$ cat src/rtl/rxszs_pkg.sv
package rxszs_pkg;
  localparam int NUM_CLASS = 4;

  typedef enum logic [1:0] {
    CLS_UNDER = 2'd0,
    CLS_FRAG  = 2'd1,
    CLS_OVER  = 2'd2,
    CLS_MISS  = 2'd3
  } cls_e;

  // bit i of the packed struct is the strobe for counter index i
  typedef struct packed {
    logic incMiss;
    logic incOver;
    logic incFrag;
    logic incUnder;
  } incStrobe_t;
endpackage

$ cat src/rtl/rxszs_ctrl.sv
module rxszs_ctrl
  import rxszs_pkg::*;
#(
  parameter int LEN_W   = 16,
  parameter int MIN_LEN = 64
) (
  input  logic             clk,
  input  logic             rstN,
  input  logic             eofValid,
  input  logic [LEN_W-1:0] frameLen,
  input  logic             crcOk,
  input  logic             addrPass,
  input  logic             isPause,
  input  logic             noBuf,
  input  logic             rxEnable,
  input  logic [LEN_W-1:0] maxLen,
  output incStrobe_t       strb
);
  localparam logic [LEN_W-1:0] MinLenV = LEN_W'(MIN_LEN);

  logic qualified;
  logic isShort;
  logic isLong;

  always_comb begin
    qualified     = eofValid && rxEnable && addrPass;
    isShort       = frameLen < MinLenV;
    isLong        = frameLen > maxLen;
    strb          = '0;
    strb.incUnder = qualified && isShort && crcOk;
    strb.incFrag  = qualified && isShort && !crcOk;
    strb.incOver  = qualified && isLong;
    strb.incMiss  = qualified && noBuf && !isPause;
  end

  AST_PAUSE_NO_MISS: assert property (@(posedge clk) disable iff (!rstN)
    (eofValid && isPause) |-> !strb.incMiss);

  AST_OFF_NO_STROBE: assert property (@(posedge clk) disable iff (!rstN)
    (!rxEnable || !eofValid || !addrPass) |-> (strb == '0));
endmodule

$ cat src/rtl/rxszs_dpath.sv
module rxszs_dpath
  import rxszs_pkg::*;
#(
  parameter int CNT_W   = 32,
  parameter int NUM_CNT = NUM_CLASS,
  parameter int ADDR_W  = 2
) (
  input  logic              clk,
  input  logic              rstN,
  input  incStrobe_t        strb,
  input  logic              rdEn,
  input  logic [ADDR_W-1:0] rdAddr,
  output logic [CNT_W-1:0]  rdData
);
  localparam logic [CNT_W-1:0] CntMax = '1;

  logic [NUM_CNT-1:0] incVec;
  logic [CNT_W-1:0]   cntQ [NUM_CNT];

  assign incVec = NUM_CNT'(strb);

  always_ff @(posedge clk) begin
    if (!rstN) begin
      for (int i = 0; i < NUM_CNT; i++) cntQ[i] <= '0;
    end else begin
      for (int i = 0; i < NUM_CNT; i++) begin
        if (rdEn && rdAddr == ADDR_W'(i))
          cntQ[i] <= incVec[i] ? CNT_W'(1) : '0;
        else if (incVec[i] && cntQ[i] != CntMax)
          cntQ[i] <= cntQ[i] + CNT_W'(1);
      end
    end
  end

  always_ff @(posedge clk) begin
    if (!rstN)     rdData <= '0;
    else if (rdEn) rdData <= cntQ[rdAddr];
  end

  AST_SHORT_EXCLUSIVE: assert property (@(posedge clk) disable iff (!rstN)
    !(strb.incUnder && strb.incFrag));

  for (genvar g = 0; g < NUM_CNT; g++) begin : gChk
    AST_READ_CLEAR: assert property (@(posedge clk) disable iff (!rstN)
      (rdEn && rdAddr == ADDR_W'(g)) |=> (cntQ[g] <= CNT_W'(1)));
    AST_NO_OVERFLOW: assert property (@(posedge clk) disable iff (!rstN)
      (cntQ[g] == CntMax && !(rdEn && rdAddr == ADDR_W'(g))) |=> (cntQ[g] == CntMax));
    AST_IDLE_HOLD: assert property (@(posedge clk) disable iff (!rstN)
      (!incVec[g] && !(rdEn && rdAddr == ADDR_W'(g))) |=> $stable(cntQ[g]));
  end
endmodule

$ cat src/rtl/rx_size_err_stats.sv
module rx_size_err_stats
  import rxszs_pkg::*;
#(
  parameter int LEN_W   = 16,
  parameter int CNT_W   = 32,
  parameter int MIN_LEN = 64,
  parameter int ADDR_W  = $clog2(NUM_CLASS)
) (
  input  logic              clk,
  input  logic              rstN,
  input  logic              eofValid,
  input  logic [LEN_W-1:0]  frameLen,
  input  logic              crcOk,
  input  logic              addrPass,
  input  logic              isPause,
  input  logic              noBuf,
  input  logic              rxEnable,
  input  logic [LEN_W-1:0]  maxLen,
  input  logic              rdEn,
  input  logic [ADDR_W-1:0] rdAddr,
  output logic [CNT_W-1:0]  rdData
);
  incStrobe_t strb;

  rxszs_ctrl #(.LEN_W(LEN_W), .MIN_LEN(MIN_LEN)) u_ctrl (
    .clk(clk), .rstN(rstN), .eofValid(eofValid), .frameLen(frameLen),
    .crcOk(crcOk), .addrPass(addrPass), .isPause(isPause), .noBuf(noBuf),
    .rxEnable(rxEnable), .maxLen(maxLen), .strb(strb)
  );

  rxszs_dpath #(.CNT_W(CNT_W), .NUM_CNT(NUM_CLASS), .ADDR_W(ADDR_W)) u_dpath (
    .clk(clk), .rstN(rstN), .strb(strb), .rdEn(rdEn), .rdAddr(rdAddr),
    .rdData(rdData)
  );
endmodule

$ cat config.mk
export PLATFORM = sky130hd
export DESIGN_NAME = rx_size_err_stats
export DESIGN_NICKNAME = d
export VERILOG_FILES = /design/src/rtl/rxszs_pkg.sv /design/src/rtl/rxszs_ctrl.sv /design/src/rtl/rxszs_dpath.sv /design/src/rtl/rx_size_err_stats.sv
export SDC_FILE = /design/constraint.sdc
export NUM_CORES = 1
export LEC_CHECK = 0
export ABC_AREA = 1
export CAP_MARGIN = 20
export CORE_UTILIZATION = 60
export CTS_CLUSTER_DIAMETER = 100
export DETAILED_ROUTE_END_ITERATION = 10
export HOLD_SLACK_MARGIN = 0.03
export PLACE_DENSITY = 0.8
export SYNTH_ARGS = -nofsm -noshare
export SYNTH_HDL_FRONTEND = slang
export SYNTH_SLANG_ARGS = --single-unit
$ cat constraint.sdc
create_clock -name clk -period 5.7 [get_ports clk]
set_clock_uncertainty 0.2 [all_clocks]
set_input_delay 1.425 -clock clk [delete_from_list [all_inputs] [get_ports clk]]
set_output_delay 1.425 -clock clk [all_outputs]
set_load 0.05 [all_outputs]
==> metrics.md, run 1 <==
| Metric | Value |
|---|---|
| Initial antenna violation count | 0 |
| HP Start | u_dpath.rdData[28]$_SDFFE_PN0P_ |
| Leakage | 4.54 nW |
| Asr flop ratio synth | 0% |
| Setup violations, final | 0 |
| First-pass GRT wire length | 44.7 mm |
| CTS tree | built |
| Share of cells above drive strength 1 | 6.29% |
| Syn Area/Cell | 7.77 sq um |
| Met3 usage | 5.17% |
| Crit-path max FO | 32 |
| Hold Crit Class | flip-flop to flip-flop |
| Cell taking the most area after synthesis | edfxtp_1 |
| Drt pass-1 iters | 6 |
| VDD IR max | 0.229 mV |
| Clock slew at reported path FFs | 60 ps |
| Commonest non-fill, non-tap cells in the layout | nand2_1, inv_1, nor2_1 |
| Ports | 75 |
| Commonest non-fill, non-tap cell in the layout | nand2_1 |
| Site Rows | 47 |
| M2 GR Usage | 50.4% |
| Sequential power share | 46.8% |
| Synthesized area | 10200 sq um |
| Number of synthesized flops with an enable pin | 128 |
| Largest family of logic cells by synthesized area | simple AND/OR/NAND/NOR gates |
| # nets final | 1449 |
| Req. time, crit path | 5430 ps |
| F_max | 251 MHz |
| Initial Utilization | 61.6% |
| Crit path DAT | 3710 ps |
| DRC violations left | 0 |
| Minimum clock period | 3980 ps |
| Routed Antenna Nets | 0 |
| H-tree Lvls | 4 |
| Sw Share | 26.5% |
| Post-synth top area share | 37.6% |
| DP HPWL | 21.3 mm |
| Final non-filler cell area | 11800 sq um |
| Max cap viols | 0 |
| Register-to-Register Path Depth | 10 |
| CP Capture Point | u_dpath.cntQ[3][18]$_SDFFCE_PN0P_ |
| Crit path launch type | input port |
| Clk buf depth | 2 |
| Synth Area in XOR/XNOR | 5.15% |
| DR vias/cell | 5.85 |
| Footprint of the multi-input gates | 4780 sq um |
| CTS Root Cell | clkbuf_16 |
| WL/cell | 17.5 microns |
| Cell variety after synth | 41 |
| Status | complete, no violations |
| Compound-Gate Fraction of Synth Area | 9.64% |
| Initial DRC count | 1188 |
| Die span in y | 132 microns |
| Post-synth top flop | edfxtp_1 |
| Placed Area | 11100 sq um |
| Fillcell total | 1352 |
| Hold WS | 331 ps |
| TNS Setup | 0 ps |
| RSZ-0062 raised after global routing | false |
| RR Endpoint | u_dpath.cntQ[3][18]$_SDFFCE_PN0P_ |
| Setup CP Type | input port to flip-flop |
| Core area | 16600 sq um |
| Synthesis-to-layout area growth | 15.3% |
| Final period util | 69.8% |
| # diodes | 0 |
| Worst slew pin tran | 818 ps |
| Overflow after GRT | 0 |
| Synth Register Bits | 160 |
| Count of final hold-check violations | 0 |
| Cells after synthesis | 1314 |
| R2R setup slack | 2260 ps |
| Syn nets | 1377 |
| Post-CTS sizing | 0 |
| Post-synthesis simple-gate area fraction | 29.5% |
| Routed vias | 9465 |
| Endpoint class of the critical path | flip-flop |
| Pint | 2.19 mW |
| I/O Buffers | 74 |
| Pwr/cell area | 253 nW/um^2 |
| Register area share after synthesis | 43.9% |
| Mux share of post-synthesis cell area | 0% |
| NetSw | 0.791 mW |
| Setup Buffers After CTS | 0 |
| Clock Power Share | 41.3% |
| Area contributors post-synth | edfxtp_1, nand2_1, inv_1, nor2_1, dfxtp_1 |
| Insertion delay to the later sink of the worst-skew pair | 440 ps |
| Post-Synth Adder-Cell Area | 2.45% |
| Die ar. | 17500 sq um |
| Final Core Density | 71.0% |
| Reg-to-Reg Start | u_dpath.cntQ[3][0]$_DFFE_PP_ |
| M1 GR Usage | 46.3% |
| Final Wtd Congestion | 0.983 |
| Comb power frac | 11.9% |
| Power after layout | 2.98 mW |
| Crit path launch | rdAddr[0] |
| Hold-fix buffers at CTS | 0 |
| Global route hottest layer | met2 |
| Slew HR | 45.4% |
| CTS Sinks | 160 |
| Max-slew violation count | 0 |
| Yosys Warn Count | 0 |
| Total CTS buffers | 17 |
| Post-Route WL | 28.3 mm |
| All-Layer GR Usage | 33.2% |
| Vias in the first global route | 8631 |
| Register Area | 4480 sq um |
| Die Width | 132 microns |
| Largest net degree at the start of global routing | 66 |
==> worst min-delay path by stage <==
stage / end / slack [ps] / cells past startpoint
after detailed placement: u_dpath.rdData[2]$_SDFFE_PN0P_ / 320 / 2
after global placement: u_dpath.rdData[24]$_SDFFE_PN0P_ / 300 / 2
after global routing: u_dpath.rdData[24]$_SDFFE_PN0P_ / 350 / 2
after CTS: u_dpath.rdData[28]$_SDFFE_PN0P_ / 330 / 2
final: u_dpath.rdData[28]$_SDFFE_PN0P_ / 330 / 2
after floorplan: u_dpath.rdData[31]$_SDFFE_PN0P_ / 330 / 2
==> critical path, cell delays in order <==
cell and delay [ps]:
clkdlybuf4s50_1 690, nand2_1 120, nor2_1 140, inv_1 80
and3_1 220, nand2_4 300, nand3_2 710
==> per-layer routing <==
layer | share of wire (%) | vias to the layer above
li1 | - | 4555
met1 | 42 | 4347
met3 | 9.2 | 63
met4 | 4.4 | 0
met5 | 0 | -
met2 | 44 | 500
==> cell families after synthesis <==
kind of cell,after synthesis
AO/OA/AOI/OAI,164
XOR/XNOR,60
adder cells (fa/ha/maj),20
buffers and inverters,236
flip-flops,160
AND/OR/NAND/NOR,674
==> state kept, by name (all words and copies together), names as in the netlist <==
name / flops
u_dpath.cntQ: 128
u_dpath.rdData: 32
==> per-stage QoR <==
stage               std cells  worst slack (ps)
floorplan                1314               488
global placement         1587              1320
detailed placement       1587              1290
CTS                      1619              1720
global route             1619              1490
finish                   1619              1720
==> cell type report <==
class                      count  area share (%)
clock inverter                14            1.59
sequential                   160            38.1
inverter                     199            6.35
tap                          220            2.34
multi-input combinational    918            40.6
clock buffer                  18            3.73
timing repair buffer          90            7.27
==> Yosys cell counts (20+ instances only) <==
| cell type | count |
|---|---|
| inv_1 | 196 |
| nand2_1 | 258 |
| dfxtp_1 | 32 |
| edfxtp_1 | 128 |
| nand3_1 | 81 |
| nand4_1 | 21 |
| o21ai_0 | 49 |
| o22ai_1 | 23 |
| nor2_1 | 180 |
| a221oi_1 | 29 |
| clkbuf_1 | 23 |
| a21oi_1 | 53 |
| ha_1 | 20 |
| nor3_1 | 84 |
| xor2_1 | 52 |
==> power groups by stage <==
stage | Clock [mW] | Combinational, mW | Sequential [mW]
after floorplan | 0 | 0.174 | 1.45
after global placement | 0 | 0.342 | 1.41
after detailed placement | 0 | 0.349 | 1.42
after CTS | 1.23 | 0.351 | 1.39
after global routing | 1.27 | 0.385 | 1.40
final | 1.23 | 0.354 | 1.40
(Power assumes the default switching activity.)
==> run 2, diff against run 1 <==
clock period = 4 ns   (was 5.7 ns; I/O delays follow)
==> metrics.md, run 2 (same netlist as run 1, synthesis figures left out) <==
| Metric | Value |
|---|---|
| Status | complete, no violations |
| Site Rows | 47 |
| # nets final | 1452 |
| Req. time, crit path | 3990 ps |
| Overflow after GRT | 0 |
| Insertion delay to the later sink of the worst-skew pair | 440 ps |
| H-tree Lvls | 4 |
| Clock slew at reported path FFs | 60 ps |
| Commonest non-fill, non-tap cell in the layout | nand2_1 |
| Max reg flops | 128 |
| All-Layer GR Usage | 32.6% |
| Cell family with most CP delay | buffers and inverters |
| TNS Setup | 0 ps |
| CP most frequent cell | nor2_1 |
| Leakage | 4.57 nW |
| Hold-fix buffers at CTS | 0 |
| DP HPWL | 21.2 mm |
| Hold Crit Class | flip-flop to flip-flop |
| CP peak stage delay | 660 ps |
| Crit path launch | rdAddr[1] |
| Die ar. | 17500 sq um |
| DR vias/cell | 5.88 |
| CTS Root Cell | clkbuf_16 |
| Worst slew pin tran | 594 ps |
| Max-slew violation count | 0 |
| Initial Utilization | 61.6% |
| Power after layout | 4.13 mW |
| Setup CP Type | input port to flip-flop |
| Crit-path max FO | 23 |
| Clk buf depth | 2 |
| Worst path cell trace | clkdlybuf4s50_1 > nor2_2 > inv_1 > nor2_1 > inv_1 > nand2_1 > nor2_1 > nand2_2 > buf_4 > inv_2 > nand2_1 > nor2_1 |
| Slew HR | 60.1% |
| # diodes | 0 |
| R2R setup slack | 1210 ps |
| Count of final hold-check violations | 0 |
| Initial DRC count | 1373 |
| DRC violations left | 0 |
| CP max stage cell | clkdlybuf4s50_1 |
| Final period util | 77.7% |
| Routed Antenna Nets | 0 |
| F_max | 322 MHz |
| CTS Sinks | 160 |
| HP Start | u_dpath.rdData[27]$_SDFFE_PN0P_ |
| Commonest non-fill, non-tap cells in the layout | nand2_1, inv_1, nor2_1 |
| Dpl ws | 558 ps |
| Endpoint class of the critical path | flip-flop |
| VDD IR max | 0.330 mV |
| Crit path DAT | 3090 ps |
| Worst Path Buf+Inv | 5 |
| Ports | 75 |
| Setup Buffers After CTS | 0 |
| Share of cells above drive strength 1 | 6.35% |
| Hold WS | 329 ps |
| Register-to-Register Path Depth | 11 |
| Worst hold path depth | 2 |
| Max cap viols | 0 |
| RSZ-0062 raised after global routing | false |
| CP Capture Point | u_dpath.cntQ[1][22]$_SDFFCE_PN0P_ |
| Setup violations, final | 0 |
| Pwr/cell area | 350 nW/um^2 |
| Routed vias | 9535 |
| Cell depth of the worst setup path | 12 |
| WL/cell | 17.3 microns |
| Drt pass-1 iters | 6 |
| Post-Route WL | 28.1 mm |
| Largest registers | u_dpath.cntQ (128), u_dpath.rdData (32) |
| Core area | 16600 sq um |
| First-pass GRT wire length | 44.1 mm |
| I/O Buffers | 74 |
| Vias in the first global route | 8568 |
| Synthesis-to-layout area growth | 15.7% |
| Total CTS buffers | 17 |
| Reg-to-Reg Start | u_dpath.cntQ[2][0]$_SDFFCE_PN0P_ |
| Initial antenna violation count | 0 |
| Crit path launch type | input port |
| Die span in y | 132 microns |
| Post-CTS sizing | 0 |
| RR Endpoint | u_dpath.cntQ[2][17]$_SDFFCE_PN0P_ |
| CTS tree | built |
| Largest net degree at the start of global routing | 66 |
| Final Worst Setup Slack | 893 ps |
| Minimum clock period | 3110 ps |
| Final Wtd Congestion | 1.03 |
| Reg with most FFs | u_dpath.cntQ |
| Die Width | 132 microns |
-- run 2: cell count changes in the layout (fill, tap and decap cells not counted), sizes merged --
| cell | before | now |
|---|---|---|
| clkinvlp | 3 | 1 |
| inv | 201 | 199 |
| bufinv | 4 | 0 |
| clkbuf | 18 | 25 |
| buf | 17 | 20 |
| clkinv | 5 | 6 |
-- run 2: report_power, final --
part / switching [mW] / total (mW) / internal [mW]
combinational: 0.334 / 0.517 / 0.183
clock: 0.668 / 1.63 / 0.958
sequential: 0.101 / 1.99 / 1.89
total: 1.10 / 4.13 / 3.03
-- run 2: worst min-delay path by stage --
stage                                            endpoint  slack (ps)
after floorplan           u_dpath.rdData[31]$_SDFFE_PN0P_         330
after global placement    u_dpath.rdData[23]$_SDFFE_PN0P_         310
after detailed placement  u_dpath.rdData[13]$_SDFFE_PN0P_         320
after CTS                 u_dpath.rdData[27]$_SDFFE_PN0P_         330
after global routing      u_dpath.rdData[31]$_SDFFE_PN0P_         350
final                     u_dpath.rdData[27]$_SDFFE_PN0P_         330
-- run 2: tightest hold or removal path: stages (launching register included) --
cell     delay, ps
dfxtp_1        310
o21ai_0        130
a21oi_1         40
-- run 2: final cells by class --
class	count	area [sq um]
Clock buffer	25	551
Clock inverter	7	45.0
Fill cell	1399	4770
Inverter	199	747
Multi-Input combinational cell	918	4780
Sequential cell	160	4480
Tap cell	220	275
Timing Repair Buffer	93	928
-- run 2: metrics by stage --
step                cells  util, %  instance area, sq um
floorplan            1314        -                 10200
global placement     1590     67.6                 11200
detailed placement   1590     67.6                 11200
CTS                  1622     71.2                 11800
global route         1622     71.2                 11800
finish               1622     71.2                 11800
-- run 2: per-layer routing --
layer / part of all wire (%) / GRT usage (%) / up-vias
li1: - / - / 4551
met1: 42 / 46.2 / 4441
met2: 45 / 50.0 / 489
met3: 9.8 / 5.56 / 54
met4: 3.2 / 12.8 / 0
met5: 0 / 0 / -
==> run 3, diff against run 2 <==
CORE_UTILIZATION = 54   (was 60)
PLACE_DENSITY = 0.76   (was 0.8)
clock period = 2.7 ns   (was 4 ns; I/O delays follow)
==> metrics.md, run 3 (same netlist as run 1, synthesis figures left out) <==
| Metric | Value |
|---|---|
| Synthesis-to-layout area growth | 20.2% |
| Max reg flops | 128 |
| Status | complete, no violations |
| Setup CP Type | input port to flip-flop |
| DRC violations left | 0 |
| Clk buf depth | 2 |
| Hold WS | 326 ps |
| Routed vias | 9552 |
| Core area | 18300 sq um |
| Drt pass-1 iters | 5 |
| All-Layer GR Usage | 30.8% |
| Vias in the first global route | 8717 |
| Placed cell count | 1641 |
| CTS Sinks | 160 |
| Overflow after GRT | 0 |
| Count of final hold-check violations | 0 |
| Initial antenna violation count | 0 |
| Final period util | 95.7% |
| DP HPWL | 22.3 mm |
| Die Width | 140 microns |
| CTS Root Cell | clkbuf_16 |
| Initial DRC count | 926 |
| Sw Share | 27.5% |
| Non-Filler Instances | 1676 |
| Pint | 4.47 mW |
| Comb power frac | 13.3% |
| CTS tree | built |
| Sequential power share | 47.7% |
| Pwr/cell area | 503 nW/um^2 |
| Site Rows | 49 |
| Die ar. | 19500 sq um |
| Initial Utilization | 55.9% |
| Footprint of the multi-input gates | 4830 sq um |
| Routed Antenna Nets | 0 |
| DR vias/cell | 5.70 |
| Post-Route WL | 28.9 mm |
| Clock Power Share | 39.0% |
| Crit path launch type | input port |
| Insertion delay to the later sink of the worst-skew pair | 440 ps |
| Max cap viols | 0 |
| Commonest non-fill, non-tap cell in the layout | nand2_1 |
| Crit-path max FO | 19 |
| Ports | 75 |
| Largest registers | u_dpath.cntQ (128), u_dpath.rdData (32) |
| F_max | 387 MHz |
| Worst slew pin tran | 602 ps |
| Endpoint class of the critical path | flip-flop |
| Max-slew violation count | 0 |
| Slew HR | 59.6% |
| # diodes | 0 |
| Clock slew at reported path FFs | 60 ps |
| Crit path DAT | 2520 ps |
| Total CTS buffers | 17 |
| Hold-fix buffers at CTS | 0 |
| Req. time, crit path | 2640 ps |
| Hold Crit Class | flip-flop to flip-flop |
| Reg with most FFs | u_dpath.cntQ |
| WL/cell | 17.2 microns |
| I/O Buffers | 74 |
| # nets final | 1497 |
| RSZ-0062 raised after global routing | false |
| Die span in y | 140 microns |
| VDD IR max | 0.472 mV |
| NetSw | 1.70 mW |
| Fillcell total | 1567 |
| Setup violations, final | 0 |
| Share of cells above drive strength 1 | 9.68% |
| H-tree Lvls | 4 |
| Commonest non-fill, non-tap cells in the layout | nand2_1, inv_1, nor2_1 |
| Leakage | 4.82 nW |
| Final Wtd Congestion | 0.951 |
| Minimum clock period | 2580 ps |
| Register Area | 4480 sq um |
| First-pass GRT wire length | 45.9 mm |
| Largest net degree at the start of global routing | 66 |
## run 3: changes by cell type in the layout (fill, tap and decap cells not counted), moves of 2 or more
cell       delta
buf_12        +6
inv_6         +3
clkinv_2      -3
clkbuf_4      +2
clkbuf_16     -2
clkbuf_1      -2
buf_4        +39
nand3_1       -2
nand3_4       +3
## run 3: through the flow
step / setup TNS, ps / worst slack, ps / utilization, % / power (mW) / instance area [sq um]
floorplan: 0 / 6.98 / - / 3.42 / 10300
global placement: -35070 / -253 / 63.8 / 3.78 / 11700
detailed placement: -44750 / -343 / 63.8 / 3.80 / 11700
CTS: 0 / 125 / 67.0 / 6.17 / 12200
global route: 0 / 5.59 / 67.2 / 6.36 / 12300
finish: 0 / 116 / 67.2 / 6.17 / 12300
## run 3: cell type report
cell class	instances	share of cell area, %
inverters	199	6.09
clock buffers	24	4.25
flip-flops and latches	160	36.5
clock inverters	8	0.520
repair buffers	138	10.9
multi-input cells	918	39.3
well taps	229	2.33
## run 3: per-layer routing
layer  part of all wire, %  GRT usage [%]  routed length, microns  up-vias
met4                   3.6           13.5                    1040        0
met5                     0              0                       0        -
met1                    43           43.3                   12400     4391
met2                    44           46.3                   12800      449
li1                      -              -                       -     4658
met3                   9.3           5.68                    2690       54
## run 3: final timing paths
check,start,endpoint,slack [ps],depth (start not counted)
min reg2reg,u_dpath.rdData[4]$_SDFFE_PN0P_,u_dpath.rdData[4]$_SDFFE_PN0P_,330,2
max reg2reg,u_dpath.cntQ[0][1]$_SDFFCE_PN0P_,u_dpath.cntQ[0][6]$_SDFFCE_PN0P_,180,10
max,frameLen[12],u_dpath.cntQ[0][6]$_SDFFCE_PN0P_,120,9
min,u_dpath.rdData[4]$_SDFFE_PN0P_,u_dpath.rdData[4]$_SDFFE_PN0P_,330,2
## run 3: power groups by stage
stage | registers, mW | logic [mW] | clock network, mW
finish | 2.94 | 0.823 | 2.40
global route | 2.95 | 0.894 | 2.51
CTS | 2.94 | 0.817 | 2.42
detailed placement | 2.99 | 0.812 | 0
global placement | 2.98 | 0.800 | 0
floorplan | 3.05 | 0.375 | 0
## run 3: worst max-delay path, stage by stage
cell and delay (ps):
clkdlybuf4s50_1 420, or2_2 310, nor3_2 180, nand3_1 180, nor2_1 210, nand2_2 110, buf_4 160, nand3_4 90
buf_12 170
## run 3: what timing repair did
item | CTS | global route
gates resized for setup | 0 | 1
setup buffers | 0 | 3
setup endpoints to repair | 0 | 30
